<file path="config.mk">
export PLATFORM = sky130hd
export DESIGN_NAME = packed_divider
export DESIGN_NICKNAME = d
export VERILOG_FILES = /design/src/rtl/pdiv_pkg.sv /design/src/rtl/pdiv_operand_prep.sv /design/src/rtl/pdiv_restore_step.sv /design/src/rtl/pdiv_result_pack.sv /design/src/rtl/packed_divider.sv
export SDC_FILE = /design/constraint.sdc
export NUM_CORES = 1
export LEC_CHECK = 0
export BUFFER_PORTS_ARGS = -buffer_cell sky130_fd_sc_hd__buf_4
export CAP_MARGIN = 10
export CORE_ASPECT_RATIO = 0.6
export CORE_MARGIN = 2
export CORE_UTILIZATION = 50
export CTS_CLUSTER_SIZE = 8
export DETAILED_ROUTE_END_ITERATION = 16
export PLACE_DENSITY = 0.67
export RECOVER_POWER = 25
export REMOVE_ABC_BUFFERS = 1
export SETUP_SLACK_MARGIN = 0.05
export SLEW_MARGIN = 0
export SYNTH_ARGS = -nofsm -noshare
export SYNTH_HDL_FRONTEND = slang
export SYNTH_HIERARCHICAL = 1
export SYNTH_SLANG_ARGS = --single-unit
</file>
<file path="constraint.sdc">
create_clock -name clk -period 5.45 [get_ports clk]
set_input_delay 0 -clock clk [delete_from_list [all_inputs] [get_ports clk]]
set_output_delay 0 -clock clk [all_outputs]
set_load 0.05 [all_outputs]
</file>
<file path="src/rtl/pdiv_pkg.sv">
package pdiv_pkg;

    // Sequencer state of the divider.
    typedef enum logic {
        PD_IDLE = 1'b0,
        PD_RUN  = 1'b1
    } pdiv_state_e;

    // Default word-mode divisor width; byte mode uses half of it.
    localparam int PDIV_DEF_DW = 16;

endpackage

</file>
<file path="src/rtl/pdiv_operand_prep.sv">
// Turns raw operands into magnitudes and sign decisions.
// In byte mode the dividend magnitude is left-aligned in the
// shift register so that fewer iterations finish the job.
module pdiv_operand_prep #(
    parameter int DW = 16
) (
    input  logic              wide,
    input  logic              sgn,
    input  logic [2*DW-1:0]   dividend,
    input  logic [DW-1:0]     divisor,
    output logic [2*DW-1:0]   dvd_mag,
    output logic [DW-1:0]     dvs_mag,
    output logic              q_neg,
    output logic              r_neg,
    output logic              dvs_zero
);
    localparam int BW = DW / 2;
    localparam int XW = 2 * DW;

    logic          dvd_neg_b;
    logic          dvd_neg_w;
    logic          dvs_neg_b;
    logic          dvs_neg_w;
    logic [DW-1:0] dvd_lo;
    logic [DW-1:0] dvd_lo_mag;
    logic [XW-1:0] dvd_full_mag;
    logic [BW-1:0] dvs_lo;
    logic [BW-1:0] dvs_lo_mag;
    logic [DW-1:0] dvs_full_mag;
    logic          dvd_neg;
    logic          dvs_neg;

    always_comb begin
        dvd_lo       = dividend[DW-1:0];
        dvs_lo       = divisor[BW-1:0];

        dvd_neg_b    = sgn & dvd_lo[DW-1];
        dvd_neg_w    = sgn & dividend[XW-1];
        dvs_neg_b    = sgn & dvs_lo[BW-1];
        dvs_neg_w    = sgn & divisor[DW-1];

        dvd_lo_mag   = dvd_neg_b ? (~dvd_lo + 1'b1) : dvd_lo;
        dvd_full_mag = dvd_neg_w ? (~dividend + 1'b1) : dividend;
        dvs_lo_mag   = dvs_neg_b ? (~dvs_lo + 1'b1) : dvs_lo;
        dvs_full_mag = dvs_neg_w ? (~divisor + 1'b1) : divisor;

        if (wide) begin
            dvd_mag  = dvd_full_mag;
            dvs_mag  = dvs_full_mag;
            dvd_neg  = dvd_neg_w;
            dvs_neg  = dvs_neg_w;
            dvs_zero = (divisor == '0);
        end else begin
            dvd_mag  = {dvd_lo_mag, {DW{1'b0}}};
            dvs_mag  = {{(DW-BW){1'b0}}, dvs_lo_mag};
            dvd_neg  = dvd_neg_b;
            dvs_neg  = dvs_neg_b;
            dvs_zero = (dvs_lo == '0);
        end

        q_neg = dvd_neg ^ dvs_neg;
        r_neg = dvd_neg;
    end

endmodule

</file>
<file path="src/rtl/pdiv_restore_step.sv">
// One restoring-division iteration: shift in the next dividend bit,
// trial-subtract the divisor, keep the difference when it fits.
module pdiv_restore_step #(
    parameter int DW = 16
) (
    input  logic [DW-1:0]   rem_in,
    input  logic [2*DW-1:0] quo_in,
    input  logic [DW-1:0]   dvs,
    output logic [DW-1:0]   rem_out,
    output logic [2*DW-1:0] quo_out
);
    localparam int XW = 2 * DW;

    logic [DW:0] trial;
    logic        fits;

    always_comb begin
        trial   = {rem_in, quo_in[XW-1]};
        fits    = (trial >= {1'b0, dvs});
        rem_out = fits ? DW'(trial - {1'b0, dvs}) : trial[DW-1:0];
        quo_out = {quo_in[XW-2:0], fits};
    end

endmodule

</file>
<file path="src/rtl/pdiv_result_pack.sv">
// Applies the final signs and places remainder above quotient.
module pdiv_result_pack #(
    parameter int DW = 16
) (
    input  logic              wide,
    input  logic              q_neg,
    input  logic              r_neg,
    input  logic [DW-1:0]     quo_lo,
    input  logic [DW-1:0]     rem,
    output logic [2*DW-1:0]   packed_res,
    output logic              neg_flag
);
    localparam int BW = DW / 2;

    logic [DW-1:0] q_mag;
    logic [DW-1:0] q_fix;
    logic [DW-1:0] r_fix;

    always_comb begin
        q_mag = wide ? quo_lo : {{(DW-BW){1'b0}}, quo_lo[BW-1:0]};
        q_fix = q_neg ? (~q_mag + 1'b1) : q_mag;
        r_fix = r_neg ? (~rem + 1'b1) : rem;

        if (wide) begin
            packed_res = {r_fix, q_fix};
            neg_flag   = q_fix[DW-1];
        end else begin
            packed_res = {{DW{1'b0}}, r_fix[BW-1:0], q_fix[BW-1:0]};
            neg_flag   = q_fix[BW-1];
        end
    end

endmodule

</file>
<file path="src/rtl/packed_divider.sv">
// Sequential divider with packed remainder/quotient output.
module packed_divider
    import pdiv_pkg::*;
#(
    parameter int DW = PDIV_DEF_DW
) (
    input  logic              clk,
    input  logic              rst_n,
    input  logic              start,
    input  logic              mode_word,
    input  logic              is_signed,
    input  logic [2*DW-1:0]   dividend,
    input  logic [DW-1:0]     divisor,
    output logic              busy,
    output logic              done,
    output logic [2*DW-1:0]   result,
    output logic              n_flag,
    output logic              z_flag
);
    localparam int XW = 2 * DW;
    localparam int CW = $clog2(XW + 1);
    localparam logic [CW-1:0] ITER_BYTE = CW'(DW);
    localparam logic [CW-1:0] ITER_WORD = CW'(XW);

    typedef struct packed {
        pdiv_state_e   state;
        logic          wide;
        logic          q_neg;
        logic          r_neg;
        logic          dz;
        logic [CW-1:0] cnt;
        logic [DW-1:0] dvs;
        logic [DW-1:0] rem;
        logic [XW-1:0] quo;
        logic [XW-1:0] res;
        logic          n;
        logic          z;
        logic          done;
    } pdiv_regs_t;

    pdiv_regs_t cur_q;
    pdiv_regs_t nxt_d;

    // Operand preparation (combinational, used at launch).
    logic [XW-1:0] prep_dvd_d;
    logic [DW-1:0] prep_dvs_d;
    logic          prep_qneg_d;
    logic          prep_rneg_d;
    logic          prep_zero_d;

    pdiv_operand_prep #(.DW(DW)) u_prep (
        .wide     (mode_word),
        .sgn      (is_signed),
        .dividend (dividend),
        .divisor  (divisor),
        .dvd_mag  (prep_dvd_d),
        .dvs_mag  (prep_dvs_d),
        .q_neg    (prep_qneg_d),
        .r_neg    (prep_rneg_d),
        .dvs_zero (prep_zero_d)
    );

    // One iteration of the magnitude divider.
    logic [DW-1:0] step_rem_d;
    logic [XW-1:0] step_quo_d;

    pdiv_restore_step #(.DW(DW)) u_step (
        .rem_in  (cur_q.rem),
        .quo_in  (cur_q.quo),
        .dvs     (cur_q.dvs),
        .rem_out (step_rem_d),
        .quo_out (step_quo_d)
    );

    // Sign fix-up and packing of the finished magnitudes.
    logic [XW-1:0] pack_res_d;
    logic          pack_neg_d;

    pdiv_result_pack #(.DW(DW)) u_pack (
        .wide       (cur_q.wide),
        .q_neg      (cur_q.q_neg),
        .r_neg      (cur_q.r_neg),
        .quo_lo     (cur_q.quo[DW-1:0]),
        .rem        (cur_q.rem),
        .packed_res (pack_res_d),
        .neg_flag   (pack_neg_d)
    );

    always_comb begin
        nxt_d      = cur_q;
        nxt_d.done = 1'b0;

        case (cur_q.state)
            PD_IDLE: begin
                if (start) begin
                    nxt_d.state = PD_RUN;
                    nxt_d.wide  = mode_word;
                    nxt_d.q_neg = prep_qneg_d;
                    nxt_d.r_neg = prep_rneg_d;
                    nxt_d.dz    = prep_zero_d;
                    nxt_d.dvs   = prep_dvs_d;
                    nxt_d.rem   = '0;
                    nxt_d.quo   = prep_dvd_d;
                    if (prep_zero_d) begin
                        nxt_d.cnt = '0;
                    end else if (mode_word) begin
                        nxt_d.cnt = ITER_WORD;
                    end else begin
                        nxt_d.cnt = ITER_BYTE;
                    end
                end
            end

            PD_RUN: begin
                if (cur_q.cnt == '0) begin
                    nxt_d.state = PD_IDLE;
                    nxt_d.done  = 1'b1;
                    if (cur_q.dz) begin
                        nxt_d.z = 1'b1;
                        nxt_d.n = 1'b0;
                    end else begin
                        nxt_d.res = pack_res_d;
                        nxt_d.n   = pack_neg_d;
                        nxt_d.z   = 1'b0;
                    end
                end else begin
                    nxt_d.rem = step_rem_d;
                    nxt_d.quo = step_quo_d;
                    nxt_d.cnt = cur_q.cnt - 1'b1;
                end
            end

            default: begin
                nxt_d.state = PD_IDLE;
            end
        endcase
    end

    always_ff @(posedge clk or negedge rst_n) begin
        if (!rst_n) begin
            cur_q <= '0;
        end else begin
            cur_q <= nxt_d;
        end
    end

    assign busy   = (cur_q.state == PD_RUN);
    assign done   = cur_q.done;
    assign result = cur_q.res;
    assign n_flag = cur_q.n;
    assign z_flag = cur_q.z;

endmodule

</file>
==> results.txt <==
initial antenna violation count -> 0
Post-Syn Area per Cell -> 8.80 um^2
hold path start -> divisor[9]
Post-Synthesis Cells -> 1026
Worst Setup End Kind -> asynchronous set/reset pin
ys async rst share -> 1.00
H-tree levels -> 3
register bit total from synthesis -> 110
Initial Utilization -> 0.505
Pins Over Slew Limit -> 61
Max Clk Rate -> 0.312 GHz
Flop pwr share -> 0.282
worst skew pair latency -> 0.36 ns
synth unique cells -> 74
Root Driver -> clkbuf_16
largest net degree at the start of global routing -> 62
antenna viol nets, final -> 0
Critical Path AT -> 3.64 ns
Setup Viol. Count Final -> 0
Fillers -> 1691
violated checks -> max-capacitance violations, max-slew violations
I/O Buffers -> 88
DIE WIDTH -> 177 um
Commonest cells post-synth -> nand2_1, dfrtp_1, buf_4, and2_1, nor2_1
area grow syn2layout -> 5.92%
internal power -> 3.28 mW
first-pass GRT wire length -> 35.0 mm
n_diodes -> 0
Startpoint Class -> input pin
Clock Power Share -> 0.109
GRT overflow -> 0
routed wire length -> 21.8 mm
leak pwr -> 4.18 nW
IO Count -> 89
max_slew headroom -> -1.10
final worst setup slack -> 2.24 ns
switching pwr -> 2.97 mW
CTS Sinks -> 110
final non-filler cell area -> 9560 um^2
Die Height -> 108 um
CTS tree -> built
pwr dens -> 654 nW/um^2
sequential share of the synthesized area -> 0.305
YS warnings -> 6
leading area contributor after synthesis -> dfrtp_1
reg2reg path depth -> 6
Req. time, crit path -> 5.88 ns
dpl cell area -> 9200 um^2
Detailed Routing Iterations Pass 1 -> 5
Iteration-0 DRC Markers -> 686
die area -> 19200 um^2
WHS -> 0.0541 ns
outcome -> complete, but fails checks
Core Area -> 17900 um^2
top-count cell post-synth -> nand2_1
ranking of synthesized cells by area -> dfrtp_1, mux2_4, buf_4, nand2_1, xnor2_1
pre-CTS setup slack -> 2.55 ns
Setup Skew -> 0.0126 ns
Max Root-Sink Buffers -> 2
total track usage -> 0.229
PostCTS Resize Cnt -> 0
synthesized area -> 9030 um^2
Worst VDD drop -> 255 uV
number of synthesized flops with an enable pin -> 0
CTS Buf Count -> 9
max cap viols -> 1
Std-Cell Rows -> 38
R2R Setup Slk -> 2.49 ns
Slew @ Worst Pin -> 3.15 ns
Hold EP -> cur_q[92]
Comb pwr share -> 0.610
DP HPWL -> 16.1 mm
wire per inst -> 17.4 um
kind of critical path -> in2async
layout cell share with drive strength beyond 1 -> 0.166
Tmin final -> 3.21 ns
critical path fanouts, max -> 60
Final Cycle Share -> 0.589
Synth top area share -> 0.305
Final GP Congestion -> 0.926
Setup Buffers After CTS -> 0
Synth Flop Type -> dfrtp_1
Fin Setup TNS -> 0 ns
routed via count -> 7278
Power, Total -> 6.25 mW
unrepaired setup endpoints after global routing -> false
Crit Reg-Reg Endpoint -> cur_q[47]
drt drc -> 0
Final #Nets -> 1087
vias in the first global route -> 6363
Switching Fraction -> 0.475
Worst Hold Class -> in2reg
clock-pin transition on the worst setup and hold timing paths -> 0.07 ns
Final Hold Violating Endpoints -> 0
Hold Crit Depth -> 5
Vias/cell -> 5.79
Worst R2R Start -> cur_q[99]
[registers in the layout, indices dropped and copies added, names as in the netlist]
signal	count
done	1
n_flag	1
cur_q	74
z_flag	1
busy	1
result	32
[repair_timing]
action / CTS / global route
setup endpoints to repair: 0 / 0
hold endpoints to repair: 66 / 0
hold buffers: 8 / 0
[cells by family after synthesis]
logic type / synth area share
muxes: 0.0923
AOI/OAI and AO/OA: 0.183
adders and majority gates: 0.0327
xor gates and xnor gates: 0.0776
buffers and inverters: 0.114
and+or+nand+nor: 0.196
DFF: 0.305
[layout make-up]
| class | instances | area (um^2) | share of cell area |
|---|---|---|---|
| clock buffer | 9 | 225 | 0.0236 |
| clock inverter | 7 | 82.6 | 0.00864 |
| inverter | 47 | 179 | 0.0187 |
| multi-input combinational | 740 | 5250 | 0.549 |
| sequential | 110 | 2750 | 0.288 |
| tap | 240 | 300 | 0.0314 |
| timing repair buffer | 103 | 771 | 0.0806 |
[cell usage in the layout (no fill, tap or decap), types with 33 or more instances in the layout]
master   count
nand2_1    114
dfrtp_1    110
buf_4       89
and2_1      59
nor2_1      57
o21ai_0     55
inv_1       46
xnor2_1     45
mux2_4      38
xor2_1      35
a221o_1     33
a21oi_1     33
[metrics by stage]
stage | util | cells
CTS | 0.536 | 1256
detailed placement | 0.514 | 1232
finish | 0.535 | 1256
floorplan | - | 897
global placement | 0.514 | 1232
global route | 0.535 | 1256
[critical path: stages]
cell and delay (ns):
dlygate4sd3_1 0.52, clkbuf_1 2.22, buf_4 0.81
[power groups by stage]
stage,combinational (mW),clock (mW),sequential [mW]
final,3.81,0.679,1.76
after global routing,4.17,0.726,1.83
after CTS,3.80,0.698,1.75
after detailed placement,3.76,0,1.77
after global placement,3.75,0,1.75
after floorplan,2.54,0,1.98
[per-layer routing]
metal | wire, um | global-route usage
met1 | 12000 | 0.397
met2 | 7980 | 0.280
met3 | 1690 | 0.0422
met4 | 163 | 0.0357
met5 | 0 | 0
[worst max path at each step]
stage / cells past startpoint / end / from
3_3_place_gp: 6 / cur_q[40] / cur_q[99]
4_1_cts: 6 / cur_q[47] / cur_q[99]
6_report: 3 / cur_q[88] / rst_n
3_5_place_dp: 6 / cur_q[47] / cur_q[99]
2_1_floorplan: 5 / result[0] / cur_q[99]
5_1_grt: 3 / cur_q[93] / rst_n
Power figures use the tool's default switching activity.
